$ cat config.mk
export PLATFORM = sky130hd
export DESIGN_NAME = poll_wake_seq
export DESIGN_NICKNAME = d
export VERILOG_FILES = /design/src/rtl/poll_wake_seq.sv
export SDC_FILE = /design/constraint.sdc
export NUM_CORES = 1
export LEC_CHECK = 0
export CORE_MARGIN = 1.5
export CORE_UTILIZATION = 48
export CTS_BUF_LIST = sky130_fd_sc_hd__clkbuf_2
export DETAILED_ROUTE_END_ITERATION = 7
export HOLD_SLACK_MARGIN = 0.1
export PLACE_DENSITY = 0.74
export SETUP_SLACK_MARGIN = 0.1
export SLEW_MARGIN = 20
export SYNTH_ARGS = -nofsm -noshare
export SYNTH_HDL_FRONTEND = slang
export SYNTH_SLANG_ARGS = --single-unit
$ cat constraint.sdc
create_clock -name clk -period 4.9 [get_ports clk]
set_clock_uncertainty 0.2 [all_clocks]
set_input_delay 1.47 -clock clk [delete_from_list [all_inputs] [get_ports clk]]
set_output_delay 1.47 -clock clk [all_outputs]
set_load 0.01 [all_outputs]
$ cat src/rtl/poll_wake_seq.sv
module poll_wake_seq #(
  parameter int SLEEP_UNIT = 1024,
  parameter int XSLEEP_HI  = 8,
  parameter int SU_R0      = 2048,
  parameter int SU_R1      = 1024,
  parameter int SU_R2      = 768,
  parameter int SU_R3      = 640
) (
  input  logic       clk,
  input  logic       rst_n,
  input  logic       tick,
  input  logic [4:0] sleep_code,
  input  logic       sleep_ext,
  input  logic [1:0] baud_sel,
  input  logic [1:0] nbits,
  input  logic       poll_en,
  input  logic       off_cmd,
  input  logic       chk_pass,
  input  logic       chk_fail,
  output logic       active,
  output logic       path_en,
  output logic       chk_start,
  output logic       rx_pass
);
  localparam int SLP_MAX = 31 * XSLEEP_HI * SLEEP_UNIT;
  localparam int SU_A    = (SU_R0 > SU_R1) ? SU_R0 : SU_R1;
  localparam int SU_B    = (SU_R2 > SU_R3) ? SU_R2 : SU_R3;
  localparam int SU_MAX  = (SU_A > SU_B) ? SU_A : SU_B;
  localparam int TOP     = (SLP_MAX > SU_MAX) ? SLP_MAX : SU_MAX;
  localparam int CW      = $clog2(TOP + 2);

  typedef enum logic [1:0] {S_SLP, S_SU, S_CHK, S_RX} st_t;

  st_t            st;
  logic           ld;
  logic [4:0]     code_q;
  logic           ext_q;
  logic [CW-1:0]  cnt, cnt_nx, slen, sulen;
  logic           hold;

  assign hold   = (code_q == 5'd31);
  assign cnt_nx = cnt + CW'(1);
  assign slen   = CW'(code_q) * CW'(ext_q ? XSLEEP_HI : 1) * CW'(SLEEP_UNIT);

  always_comb begin
    case (baud_sel)
      2'd0:    sulen = CW'(SU_R0);
      2'd1:    sulen = CW'(SU_R1);
      2'd2:    sulen = CW'(SU_R2);
      default: sulen = CW'(SU_R3);
    endcase
  end

  always_ff @(posedge clk or negedge rst_n) begin
    if (!rst_n) begin
      st        <= S_SLP;
      ld        <= 1'b1;
      code_q    <= '0;
      ext_q     <= 1'b0;
      cnt       <= '0;
      chk_start <= 1'b0;
    end else begin
      chk_start <= 1'b0;
      if (!poll_en) begin
        st  <= S_RX;
        cnt <= '0;
      end else begin
        case (st)
          S_SLP:
            if (ld) begin
              code_q <= sleep_code;
              ext_q  <= sleep_ext;
              cnt    <= '0;
              ld     <= 1'b0;
            end else if (hold) begin
              if (sleep_code != 5'd31) ld <= 1'b1;
            end else if (tick) begin
              if (cnt_nx >= slen) begin
                st  <= S_SU;
                cnt <= '0;
              end else begin
                cnt <= cnt_nx;
              end
            end
          S_SU:
            if (tick) begin
              if (cnt_nx >= sulen) begin
                cnt <= '0;
                if (nbits == 2'd0) begin
                  st <= S_RX;
                end else begin
                  st        <= S_CHK;
                  chk_start <= 1'b1;
                end
              end else begin
                cnt <= cnt_nx;
              end
            end
          S_CHK:
            if (chk_fail) begin
              st <= S_SLP;
              ld <= 1'b1;
            end else if (chk_pass) begin
              st <= S_RX;
            end
          default:
            if (off_cmd) begin
              st <= S_SLP;
              ld <= 1'b1;
            end
        endcase
      end
    end
  end

  assign active  = (st != S_SLP);
  assign path_en = (st != S_SLP);
  assign rx_pass = (st == S_RX);

  p_rx_implies_active_r10: assert property (@(posedge clk) disable iff (!rst_n)
    rx_pass |-> (active && path_en));

  p_strobe_in_check_r6: assert property (@(posedge clk) disable iff (!rst_n)
    chk_start |-> (active && !rx_pass));

  p_force_rx_r9: assert property (@(posedge clk) disable iff (!rst_n)
    !poll_en |=> rx_pass);

  p_fail_sleeps_r7: assert property (@(posedge clk) disable iff (!rst_n)
    (st == S_CHK && chk_fail && poll_en) |=> !active);

  p_off_sleeps_r8: assert property (@(posedge clk) disable iff (!rst_n)
    (rx_pass && off_cmd && poll_en) |=> !active);

  p_hold_sleep_r3: assert property (@(posedge clk) disable iff (!rst_n)
    (st == S_SLP && !ld && hold && sleep_code == 5'd31 && poll_en) |=> !active);

  p_no_tick_no_wake_r11: assert property (@(posedge clk) disable iff (!rst_n)
    (st == S_SLP && !ld && !tick && poll_en) |=> !active);
endmodule

# Yosys cells after proc, flatten, opt, wreduce, memory -nomap -nowiden
# Index checks and enable logic that the tools add are counted.
# totals
wordCells,72
inputBits,17
register_bits,28
# op_classes
n_eq_ne,19
addsub,1
n_lt_le_gt_ge,2
n_mux,33
bitwise,1
n_mul,1
reduce_logical,9
# ops
operator,n
$mux 18,7
$ge 18x18->1,2
$pmux 12 s3,1
$pmux 18 s2,1
$mux 2,10
$add 18x1->18 const B,1
$ne 3x3->1 const B,6
$ne 4x4->1 const B,3
$mux 1,11
$mul 5x4->8,1
$reduce_and 4->1,2
$reduce_and 8->1,1
$eq 2x2->1 const B,3
$logic_not 2->1,3
$pmux 2 s3,1
$eq 5x5->1 const B,1
$ne 5x1->1 const B,1
$ne 5x5->1 const B,1
$eq 2x1->1 const B,2
$mux 4,1
$ne 3x1->1 const B,1
$pmux 1 s3,1
$reduce_and 3->1,1
$reduce_bool 3->1,1
3 further kinds,3

# Depth between registers and ports, before layout
# Gate-level depths: netlist of the first run.
# logic_depth
ltp_word,9
depth_mapped,17

# Worst setup path after synthesis of the first run
# Ideal clock, no wire load.
# synth_timing
path_kind,register -> register
startpoint,reg cnt[0]
endpoint,reg cnt[7]
path_stages_with_launch,17
setup_slack_ps,1162
arrival_ps,3420
synth_period_minus_slack_ps,3738
cell_sequence,dfrtp_1 > ha_1 > nand4_1 > buf_2 > or4_4 > nor2_1 > xnor2_1 > ha_1 > nand4_1 > nor2_1 > nand4_1 > a2111o_1 > and3_4 > o21ai_4 > buf_6 > a21oi_1 > a21o_1
# synth_between
elab_chain_cells,8
word_cells_on_any_way,11
# synth_lines
item,line,text
start: declaration,38,"logic [CW-1:0] cnt, cnt_nx, slen, sulen;"
start signal: assignment,82,cnt <= cnt_nx;
start signal: assignment,96,cnt <= cnt_nx;
$add 18x1->18 (*),42,assign cnt_nx = cnt + CW'(1);
$ge 18x18->1,78,if (cnt_nx >= slen) begin
$mux 18,78,
$mux 18,77,end else if (tick) begin
$mux 18,75,end else if (hold) begin
$mux 18,70,if (ld) begin
$pmux 18 s2 (*),68,case (st)
$mux 18 (*),64,if (!poll_en) begin
# Mark *: on every way between the ends. The rest lies on a longest branch, timed or not. The select of a mux whose other input is x is not followed.
# A chain may end at the register's enable or synchronous reset.

# Final worst setup path of the first run
# layout_timing
startpoint,reg cnt[0]
endpoint,reg cnt[3]
# Same word-level chain as after synthesis.

==> results of run 1 <==
==> worst register-to-register path: stages, from the launching register on <==
cell and delay, ns:
dfrtp_1 0.55, ha_1 0.29, nand4_1 0.16, buf_4 0.21
nor4_1 0.39, xnor2_1 0.25, inv_1 0.09, ha_1 0.29
nand4_1 0.10, nor2_1 0.14, nand4_1 0.12, a2111o_1 0.45
and3_4 0.20, o21ai_4 0.40, o21ai_0 0.19, a22o_1 0.21
==> cell usage in the layout, fill, tap and decap left out, types with 2 or more instances in the layout <==
| cell type | netlist | layout |
|---|---|---|
| xor2_1 | 5 | 5 |
| a21o_1 | 6 | 6 |
| a22o_1 | 6 | 6 |
| nand3_1 | 9 | 9 |
| and2_1 | 6 | 6 |
| o21ai_0 | 16 | 16 |
| nand3b_1 | 2 | 2 |
| xnor2_1 | 7 | 7 |
| a21oi_1 | 8 | 8 |
| o211ai_1 | 3 | 3 |
| clkbuf_2 | 0 | 3 |
| conb_1 | 1 | 3 |
| nor2_1 | 15 | 15 |
| nor3_1 | 4 | 4 |
| nor3b_1 | 3 | 3 |
| ha_1 | 21 | 21 |
| nor4_1 | 4 | 4 |
| nand2_1 | 26 | 26 |
| or3_1 | 5 | 5 |
| nand2b_1 | 5 | 5 |
| clkdlybuf4s50_1 | 0 | 20 |
| o31ai_2 | 4 | 4 |
| inv_1 | 15 | 15 |
| and3_1 | 4 | 4 |
| mux2_2 | 8 | 8 |
| or4_1 | 3 | 3 |
| nand4_1 | 14 | 14 |
| dfrtp_1 | 27 | 27 |
| o22ai_1 | 2 | 2 |
| buf_4 | 3 | 4 |
| nor2b_1 | 6 | 6 |
| a211oi_1 | 3 | 3 |
==> stage by stage <==
stage	util	hold slack (ns)	area [um2]
floorplan	-	0.2692	2396
global placement	0.5539	0.2941	2634
detailed placement	0.5539	0.3129	2634
CTS	0.5579	0.3682	2653
global route	0.5579	0.3855	2653
finish	0.5579	0.3680	2653
==> cell type report <==
cell class                      instances  area [um2]
Tap cell                               67       83.83
Fill cell                             467        2102
Clock buffer                            3       15.01
Clock inverter                          1       3.754
Multi-Input combinational cell        219        1562
Inverter                               15       56.30
Sequential cell                        28       701.9
Timing Repair Buffer                   24       230.2
==> flip-flops by register name (all words and copies together) (netlist names) <==
register,count
ld,1
st,2
cnt,18
chk_start,1
code_q,5
ext_q,1
==> power groups by stage <==
stage	combinational, uW	sequential, uW	clock [uW]
after detailed placement	409	338	0
after global placement	396	335	0
final	408	333	94.6
after global routing	456	342	106
after floorplan	318	314	0
after CTS	409	333	97.8
==> worst max-delay path by stage <==
stage                start  cells after the start  endpoint  slack (ns)
2_1_floorplan       cnt[0]                     16    cnt[7]        1.16
6_report            cnt[0]                     15    cnt[3]        0.61
3_5_place_dp   baud_sel[1]                     11    cnt[3]        0.29
5_1_grt             cnt[0]                     15    cnt[3]        0.30
3_3_place_gp   baud_sel[1]                     11    cnt[0]        0.38
4_1_cts             cnt[0]                     15    cnt[3]        0.61
==> routing by layer <==
layer | wire length [um] | share of wire | vias up
met1 | 2642 | 0.49 | 910
met5 | 0 | 0 | -
met3 | 271 | 0.051 | 10
li1 | - | - | 1031
met4 | 99 | 0.018 | 0
met2 | 2348 | 0.44 | 60
==> logic make-up (layout without fill, tap and decap cells) <==
kind of cell | count (synthesis) | count (layout) | synth area share
AO/OA/AOI/OAI | 60 | 60 | 0.1839
XOR/XNOR | 12 | 12 | 0.04400
adder cells (fa/ha/maj) | 22 | 22 | 0.1184
buffers and inverters | 29 | 43 | 0.05552
flip-flops | 28 | 28 | 0.2939
multiplexers | 9 | 9 | 0.04191
other | 1 | 3 | 0.001570
AND/OR/NAND/NOR | 113 | 113 | 0.2609
==> summary.txt, run 1 <==
Global route
  – Global routing usage on met2: 0.3253
  – Vias in the first global route: 1815
  – Most Crowded Layer GR: met2
  – Met1 usage: 0.3197
  – GRT Util Overall: 0.2149
  – GR Overflow Total: 0
  – First-pass GRT wire length: 9094 um
  – M3 GR Usage: 0.02195
  – Initial antenna violation count: 0
  – Largest net degree at the start of global routing: 29

Drt
  – Vias after detailed routing: 2011
  – Vias/cell: 5.633
  – Avg WL per Cell: 15.02 um
  – Detailed-router iteration count before antenna repair: 4
  – Iter 0 DRT Violations: 134
  – Drt total wl: 5362 um
  – DRC viols: 0
  – Final ANT Viol Nets: 0

Outcome
  – Outcome: finished clean

Floorplan
  – DIE HEIGHT: 73.54 um
  – Die Width: 73.54 um
  – Total die area: 5408 um2
  – Core Rows: 25
  – Core ar.: 4755 um2
  – Initial Utilization: 0.5024
  – Top-level port count: 21

Power and ir drop
  – Flop pwr share: 0.398
  – Combinational power share: 0.489
  – Clock group share of total power: 0.113
  – Worst VDD drop: 0.0001634 V
  – Leakage: 0.001150 uW
  – Final Power: 836.2 uW
  – Pwr/cell area: 315.2 nW/um2
  – P_int: 483.4 uW
  – Sw Pwr: 352.8 uW
  – Switch share: 0.4219

Timing
  – RSZ-0062 raised after global routing: false
  – Final min period: 4.289 ns
  – Post-route worst setup slack: 0.6110 ns
  – Fin crit share: 0.8753
  – Max-slew headroom: 0.5586
  – Final setup fails: 0
  – Setup TNS: 0 ns
  – Worst-Margin Slew: 0.6621 ns
  – Max Slew Vio Count: 0
  – Final Hold Fails: 0
  – Fmax: 233.2 MHz

Worst setup path
  – CP Capture Type: register
  – Critical Path RT: 5.04 ns
  – CP top delay family: compound AO/OA/AOI/OAI gates
  – Top cell by count, worst path: nand4_1
  – Critical path, cell by cell: ha_1 -> nand4_1 -> buf_4 -> nor4_1 -> xnor2_1 -> inv_1 -> ha_1 -> nand4_1 -> nor2_1 -> nand4_1 -> a2111o_1 -> and3_4 -> o21ai_4 -> o21ai_0 -> a22o_1
  – Reg-to-reg endpoint: cnt[3]
  – Crit path DAT: 4.43 ns
  – CP bufs+invs: 2
  – Startpoint types: register
  – Crit Path Class: reg -> reg
  – Crit-path max cell delay: 0.55 ns
  – Crit Reg-Reg Startpoint: cnt[0]
  – Slowest cell on the critical path: dfrtp_1
  – R2R cell count: 15
  – Max FO, Critical Path: 15
  – Worst reg2reg setup slack: 0.61 ns

Min path
  – Hold path startpoint: cnt[17]
  – Hold Path Class: reg -> reg
  – Hold path cells: 2
  – Hold Crit Endpoint: cnt[17]

Synth
  – Synth top area cells: dfrtp_1 28%, ha_1 11%, nand2_1 4.1%, mux2_2 3.8%, nand4_1 3.7%
  – Synth cell types: 55
  – Ys async rst share: 1.000
  – Mapped Cells: 274
  – Largest area contributor in the synthesized netlist: dfrtp_1
  – Synthesized area: 2389 um2
  – Share of Yosys cell area claimed by the top area cell type: 0.2829
  – EDFF count, synth: 0
  – Count leader, synth: dfrtp_1
  – Avg Inst Size Synth: 8.717 um2
  – Flops & latches, synth: 28
  – Seq/Total Area, Yosys: 0.2939
  – Top_reg_cell synth: dfrtp_1
  – Post-synth top cells: 27 x dfrtp_1, 26 x nand2_1, 21 x ha_1
  – Syn. warnings: 0

Clocking
  – Reg clk slew, reported paths: 0.30 ns
  – Total CTS buffers: 3
  – Post_cts resized: 0
  – Clock root buffer: clkbuf_2
  – CTS Hold Buffers Added: 0
  – Clock Latency Late Sink: 0.39 ns
  – Clock Path Buffers: 2
  – H-tree depth: 1
  – CTS sink count: 28
  – CTS tree: yes
  – Number of post-CTS setup repair buffers: 0

Finish
  – Layout Cells excl Fill: 357
  – Nets@finish: 330
  – Share of cells above drive strength 1: 0.09310
  – Synth-to-layout area growth: 11.05%
  – Diode count: 0

Placement
  – Place WS: 0.2881 ns
  – Post-DP HPWL: 3991 um
  – PortBufs: 20
  – Number of cells after detailed placement: 353
  – RePlAce Congestion: 0.8861

Run
  – Max_cap viols: 0
Power figures use the tool's default switching activity.
==> run 2, diff against run 1 <==
--- a/config.mk
+++ b/config.mk
@@ -5,6 +5,7 @@
 export SDC_FILE = /design/constraint.sdc
 export NUM_CORES = 1
 export LEC_CHECK = 0
+export ABC_AREA = 1
 export CORE_MARGIN = 1.5
 export CORE_UTILIZATION = 48
 export CTS_BUF_LIST = sky130_fd_sc_hd__clkbuf_2
==> run 2 against run 1 <==
Via count grew 21%. Setup slack gained 0.74 ns. Maximum frequency grew 21%. Final cell count grew 34%. Non-clock buffer count shrank 2. Register-to-register slack gained 0.98 ns. Largest cell class unchanged.
==> summary.txt, run 2 <==
Outcome
  – Outcome: finished clean (unchanged)

Power and ir drop
  – Final Power: 900.6 uW (was 836.2 uW)
  – Worst VDD drop: 0.0002857 V (was 0.0001634 V)
  – Pwr/cell area: 316.3 nW/um2 (was 315.2 nW/um2)
  – Leakage: 0.001517 uW (was 0.001150 uW)

Drt
  – DRC viols: 0 (unchanged)
  – Vias/cell: 5.077 (was 5.633)
  – Vias after detailed routing: 2427 (was 2011)
  – Final ANT Viol Nets: 0 (unchanged)
  – Detailed-router iteration count before antenna repair: 7 (was 4)
  – Drt total wl: 5780 um (was 5362 um)
  – Iter 0 DRT Violations: 109 (was 134)
  – Avg WL per Cell: 12.09 um (was 15.02 um)

Timing
  – Max Slew Vio Count: 0 (unchanged)
  – RSZ-0062 raised after global routing: false (unchanged)
  – Final setup fails: 0 (unchanged)
  – Fin crit share: 0.7253 (was 0.8753)
  – Final min period: 3.554 ns (was 4.289 ns)
  – Setup TNS: 0 ns (unchanged)
  – Fmax: 281.4 MHz (was 233.2 MHz)
  – Worst-Margin Slew: 0.8344 ns (was 0.6621 ns)
  – Final Hold Fails: 0 (unchanged)
  – WHS: 0.3556 ns (was 0.3680 ns)
  – Max-slew headroom: 0.4421 (was 0.5586)
  – Post-route worst setup slack: 1.346 ns (was 0.6110 ns)

Finish
  – Biggest register: cnt (unchanged)
  – Most frequent cells in the layout: 125 x nand2_1, 54 x inv_1, 42 x nor2_1 (was 27 x dfrtp_1, 26 x nand2_1, 21 x ha_1)
  – Top Registers: cnt x18, code_q x5, st x2 (unchanged)
  – Fill cells: 534 (was 467)
  – Synth-to-layout area growth: 10.86% (was 11.05%)
  – Max reg flops: 18 (unchanged)
  – Share of cells above drive strength 1: 0.08088 (was 0.09310)
  – Nets@finish: 448 (was 330)
  – Commonest non-fill, non-tap cell in the layout: nand2_1 (was dfrtp_1)
  – Diode count: 0 (unchanged)

Clocking
  – H-tree depth: 1 (unchanged)
  – Reg clk slew, reported paths: 0.30 ns (about the same)
  – CTS Hold Buffers Added: 0 (unchanged)
  – CTS sink count: 28 (unchanged)
  – Post_cts resized: 0 (unchanged)
  – Number of post-CTS setup repair buffers: 0 (unchanged)
  – Clock root buffer: clkbuf_2 (unchanged)
  – CTS tree: yes (unchanged)
  – Clock Latency Late Sink: 0.39 ns (about the same)
  – Clock Path Buffers: 2 (unchanged)
  – Total CTS buffers: 3 (unchanged)

Synth
  – Top_reg_cell synth: dfrtp_1 (unchanged)
  – EDFF count, synth: 0 (unchanged)
  – Post-synth top cells: 125 x nand2_1, 54 x inv_1, 42 x nor2_1 (was 27 x dfrtp_1, 26 x nand2_1, 21 x ha_1)
  – Share of Yosys cell area claimed by the top area cell type: 0.2630 (was 0.2829)
  – Synth cell types: 33 (was 55)
  – Flops & latches, synth: 28 (unchanged)
  – Ys async rst share: 1.000 (unchanged)
  – Seq/Total Area, Yosys: 0.2733 (was 0.2939)
  – Synthesized area: 2569 um2 (was 2389 um2)
  – Synth top area cells: dfrtp_1 26%, nand2_1 18%, ha_1 10%, inv_1 7.9%, nor2_1 6.1% (was dfrtp_1 28%, ha_1 11%, nand2_1 4.1%, mux2_2 3.8%, nand4_1 3.7%)
  – Mapped Cells: 386 (was 274)
  – Avg Inst Size Synth: 6.655 um2 (was 8.717 um2)
  – Largest area contributor in the synthesized netlist: dfrtp_1 (unchanged)
  – Count leader, synth: nand2_1 (was dfrtp_1)
  – Syn. warnings: 0 (unchanged)

Placement
  – PortBufs: 20 (unchanged)
  – Place WS: 1.114 ns (was 0.2881 ns)
  – RePlAce Congestion: 0.9007 (was 0.8861)
  – Post-DP HPWL: 4402 um (was 3991 um)

Worst setup path
  – Crit Reg-Reg Startpoint: cnt[0] (unchanged)
  – Worst reg2reg setup slack: 1.59 ns (was 0.61 ns)
  – Reg-to-reg endpoint: cnt[17] (was cnt[3])
  – R2R cell count: 16 (was 15)
  – Max FO, Critical Path: 6 (was 15)
  – Crit Path Class: reg -> out (was reg -> reg)
  – Crit path DAT: 1.88 ns (was 4.43 ns)
  – CP Capture Type: output pin (was register)
  – Critical Path RT: 3.23 ns (was 5.04 ns)
  – Startpoint types: register (unchanged)

Global route
  – GR Overflow Total: 0 (unchanged)
  – Largest net degree at the start of global routing: 29 (unchanged)
  – Vias in the first global route: 2221 (was 1815)
  – First-pass GRT wire length: 9867 um (was 9094 um)
  – Initial antenna violation count: 0 (unchanged)
  – GRT Util Overall: 0.2042 (was 0.2149)

Run
  – Max_cap viols: 0 (unchanged)

Min path
  – Hold Path Class: reg -> reg (unchanged)
  – Hold path startpoint: cnt[17] (unchanged)
  – Hold path cells: 2 (unchanged)
  – Hold Crit Endpoint: cnt[17] (unchanged)

Floorplan
  – Core Rows: 26 (was 25)
  – Total die area: 5800 um2 (was 5408 um2)
  – Initial Utilization: 0.4998 (was 0.5024)
  – Core ar.: 5140 um2 (was 4755 um2)
  – Die Width: 76.16 um (was 73.54 um)
  – DIE HEIGHT: 76.16 um (was 73.54 um)
  – Top-level port count: 21 (unchanged)
## run 2: cell types whose count changed in the layout (fill, tap and decap cells not counted), sizes merged, moves of 6 or more
cell	before	now
inv	15	55
mux2	8	0
nor2b	6	0
nand3	10	39
nor2	16	47
nand2	26	132
a22o	6	0
and2	6	0
xnor2	7	1
nand4	14	8
a21o	6	0
## run 2: area by class of cell
class | count | area, um2 | area share
multi-input combinational | 299 | 1618 | 0.5681
sequential | 28 | 701.9 | 0.2465
timing repair buffer | 22 | 215.2 | 0.07557
inverter | 55 | 206.4 | 0.07250
tap | 70 | 87.58 | 0.03076
clock buffer | 3 | 15.01 | 0.005272
clock inverter | 1 | 3.754 | 0.001318
## run 2: critical path, cell delays in order, from the launching register on
cell,delay (ns)
dfrtp_1,0.49
inv_1,0.12
ha_1,0.26
inv_1,0.09
clkdlybuf4s50_1,0.53
## run 2: metal layers
metal | share of wire | GRT usage | vias to the layer above
met5 | 0 | 0 | -
met1 | 0.48 | 0.2805 | 1086
met2 | 0.47 | 0.3450 | 61
met4 | 0.011 | 0.05556 | 0
li1 | - | - | 1271
met3 | 0.036 | 0.01796 | 9
## run 2: worst max-delay path by stage
stage	endpoint	startpoint	slack, ns	cells after the start
2_1_floorplan	cnt[10]	baud_sel[1]	1.87	15
3_3_place_gp	cnt[15]	baud_sel[1]	1.23	15
3_5_place_dp	cnt[6]	poll_en	1.11	8
4_1_cts	active	st[1]	1.36	4
5_1_grt	active	st[0]	1.23	4
6_report	active	st[1]	1.35	4
## run 2: stage by stage
| step | instance area, um2 | util | instances |
|---|---|---|---|
| 2_1_floorplan | 2576 | - | 388 |
| 3_3_place_gp | 2829 | 0.5504 | 474 |
| 3_5_place_dp | 2829 | 0.5504 | 474 |
| 4_1_cts | 2848 | 0.5540 | 478 |
| 5_1_grt | 2848 | 0.5540 | 478 |
| 6_report | 2848 | 0.5540 | 478 |
## run 2: power breakdown
group / internal (uW) / switching (uW) / leakage (uW)
logic: 170 / 309 / 0.00113
clock network: 17.7 / 77.4 / 0.0000140
registers: 274 / 52.2 / 0.000374
total: 462 / 439 / 0.00152
## run 2: cells by family (layout without fill, tap and decap cells)
group / after synthesis / in the layout / share of synthesized area
compound gates: 33 / 33 / 0.07014
other cells: 1 / 3 / 0.001460
simple gates: 236 / 236 / 0.4282
fa+ha+maj: 22 / 22 / 0.1101
flops: 28 / 28 / 0.2733
xor+xnor: 5 / 5 / 0.01705
buf+inv: 61 / 81 / 0.09985
==> run 3, diff against run 2 <==
==> constraint.sdc (replaced) <==
create_clock -name clk -period 3.35 [get_ports clk]
set_clock_uncertainty 0.2 [all_clocks]
set_input_delay 1.005 -clock clk [delete_from_list [all_inputs] [get_ports clk]]
set_output_delay 1.005 -clock clk [all_outputs]
set_load 0.01 [all_outputs]
==> run 3 against run 2 <==
Clock-buffer cell count unchanged. Highest routed layer unchanged. Global-route usage increased by 0.37 points. Critical path type unchanged. Die area is the same. Largest cell class unchanged.
==> summary.txt, run 3 (synthesis results as in run 2) <==
Power and ir drop
  – Pwr/cell area: 489.7 nW/um2 (was 316.3 nW/um2)
  – Leakage: 0.001552 uW (was 0.001517 uW)
  – Sw Pwr: 661.4 uW (was 438.7 uW)
  – Switch share: 0.4607 (was 0.4871)
  – Clock group share of total power: 0.152 (was 0.106)
  – Combinational power share: 0.519 (was 0.533)
  – Flop pwr share: 0.329 (was 0.362)
  – Worst VDD drop: 0.0003685 V (was 0.0002857 V)
  – P_int: 774.1 uW (was 461.9 uW)

Global route
  – First-pass GRT wire length: 10020 um (was 9867 um)
  – Vias in the first global route: 2246 (was 2221)
  – GRT Util Overall: 0.2079 (was 0.2042)
  – Initial antenna violation count: 0 (unchanged)
  – GR Overflow Total: 0 (unchanged)
  – Largest net degree at the start of global routing: 29 (unchanged)

Finish
  – Sequential Area: 708.2 um2 (was 701.9 um2)
  – Multi-input logic area: 1639 um2 (was 1618 um2)
  – Util after Layout: 0.5704 (was 0.5540)
  – Fill cells: 535 (was 534)
  – Share of cells above drive strength 1: 0.1090 (was 0.08088)
  – Top Registers: cnt x18, code_q x5, st x2 (unchanged)
  – Biggest register: cnt (unchanged)
  – Most frequent cells in the layout: 125 x nand2_1, 54 x inv_1, 42 x nor2_1 (unchanged)
  – Nets@finish: 453 (was 448)
  – Synth-to-layout area growth: 14.13% (was 10.86%)
  – Design Area, Final: 2932 um2 (was 2848 um2)
  – Commonest non-fill, non-tap cell in the layout: nand2_1 (unchanged)
  – Max reg flops: 18 (unchanged)
  – Diode count: 0 (unchanged)

Worst setup path
  – Crit path DAT: 1.87 ns (was 1.88 ns)
  – Critical Path RT: 2.14 ns (was 3.23 ns)
  – Crit Path Class: reg -> out (unchanged)
  – Startpoint types: register (unchanged)
  – Max FO, Critical Path: 6 (unchanged)
  – CP Capture Type: output pin (unchanged)

Floorplan
  – Core Rows: 26 (unchanged)
  – DIE HEIGHT: 76.16 um (unchanged)
  – Total die area: 5800 um2 (unchanged)
  – Initial Utilization: 0.4998 (unchanged)
  – Core ar.: 5140 um2 (unchanged)
  – Die Width: 76.16 um (unchanged)
  – Top-level port count: 21 (unchanged)

Drt
  – Drt total wl: 5833 um (was 5780 um)
  – Avg WL per Cell: 12.08 um (was 12.09 um)
  – Vias/cell: 5.077 (about the same)
  – DRC viols: 0 (unchanged)
  – Detailed-router iteration count before antenna repair: 4 (was 7)
  – Iter 0 DRT Violations: 142 (was 109)
  – Final ANT Viol Nets: 0 (unchanged)
  – Vias after detailed routing: 2452 (was 2427)

Timing
  – Fmax: 325.5 MHz
  – Final setup fails: 0 (unchanged)
  – Post-route worst setup slack: 0.2774 ns (was 1.346 ns)
  – Fin crit share: 0.9172
  – Max Slew Vio Count: 0 (unchanged)
  – WHS: 0.3681 ns (was 0.3556 ns)
  – Setup TNS: 0 ns (unchanged)
  – Final Hold Fails: 0 (unchanged)
  – RSZ-0062 raised after global routing: false (unchanged)
  – Final min period: 3.073 ns

Placement
  – Post-DP HPWL: 4435 um (was 4402 um)
  – PortBufs: 20 (unchanged)
  – RePlAce Congestion: 0.8944 (was 0.9007)
  – Cell Area, Placed: 2844 um2 (was 2829 um2)
  – Place WS: 0.1125 ns (was 1.114 ns)

Clocking
  – H-tree depth: 1 (unchanged)
  – Clock root buffer: clkbuf_2 (unchanged)
  – Total CTS buffers: 3 (unchanged)
  – CTS sink count: 28 (unchanged)
  – CTS Hold Buffers Added: 0 (unchanged)
  – CTS tree: yes (unchanged)
  – Reg clk slew, reported paths: 0.30 ns (about the same)
  – Clock Latency Late Sink: 0.40 ns (was 0.39 ns)
  – Clock Path Buffers: 2 (unchanged)

Run
  – Max_cap viols: 0 (unchanged)

Outcome
  – Outcome: finished clean (unchanged)

Min path
  – Hold Path Class: reg -> reg (unchanged)
-- run 3: worst max-delay path, stage by stage, from the launching register on --
cell and delay (ns):
dfrtp_1 0.48, inv_1 0.09, ha_1 0.27, inv_1 0.10, clkdlybuf4s50_1 0.53
-- run 3: power groups by stage --
stage / Clock, uW / Sequential, uW / Combinational, uW
floorplan: 0 / 450 / 544
global placement: 0 / 473 / 684
detailed placement: 0 / 476 / 698
CTS: 221 / 470 / 710
global route: 231 / 484 / 854
finish: 218 / 472 / 746
-- run 3: cell type report --
class                   instances  area share
multi-input cells             300      0.5591
flip-flops and latches         28      0.2416
repair buffers                 26     0.08365
inverters                      55     0.07042
well taps                      70     0.02988
clock inverters                 1     0.01024
clock buffers                   3    0.005122
-- run 3: final timing paths --
| kind | from | to | slack [ns] | cells past startpoint |
|---|---|---|---|---|
| worst min register to register | cnt[4] | cnt[4] | 0.37 | 2 |
| worst max-delay path | st[0] | path_en | 0.28 | 4 |
| worst max register to register | cnt[3] | cnt[3] | 0.30 | 15 |
| worst min-delay path | cnt[4] | cnt[4] | 0.37 | 2 |
| max in group asynchronous | rst_n | ld | 1.91 | 2 |
| min in group asynchronous | rst_n | cnt[6] | 0.72 | 2 |
-- run 3: per-stage QoR --
| step | cells | power [uW] |
|---|---|---|
| finish | 483 | 1436 |
| global route | 483 | 1569 |
| CTS | 480 | 1401 |
| detailed placement | 476 | 1174 |
| global placement | 476 | 1157 |
| floorplan | 388 | 993.4 |
-- run 3: what timing repair did --
action	in CTS	in global routing
gates cloned	0	1
resized for setup	1	7
pin swaps	0	1
setup buffers	0	2
endpoints found under the setup margin	2	18
-- run 3: layer usage --
layer  global-route usage  part of all wire  up-vias  wire, um
met5                    0                 0        -         0
met4              0.07407             0.018        0       104
met3              0.01796             0.034       11       201
met2               0.3459              0.45       42      2640
met1               0.2831              0.49     1116      2887
li1                     -                 -     1283         -
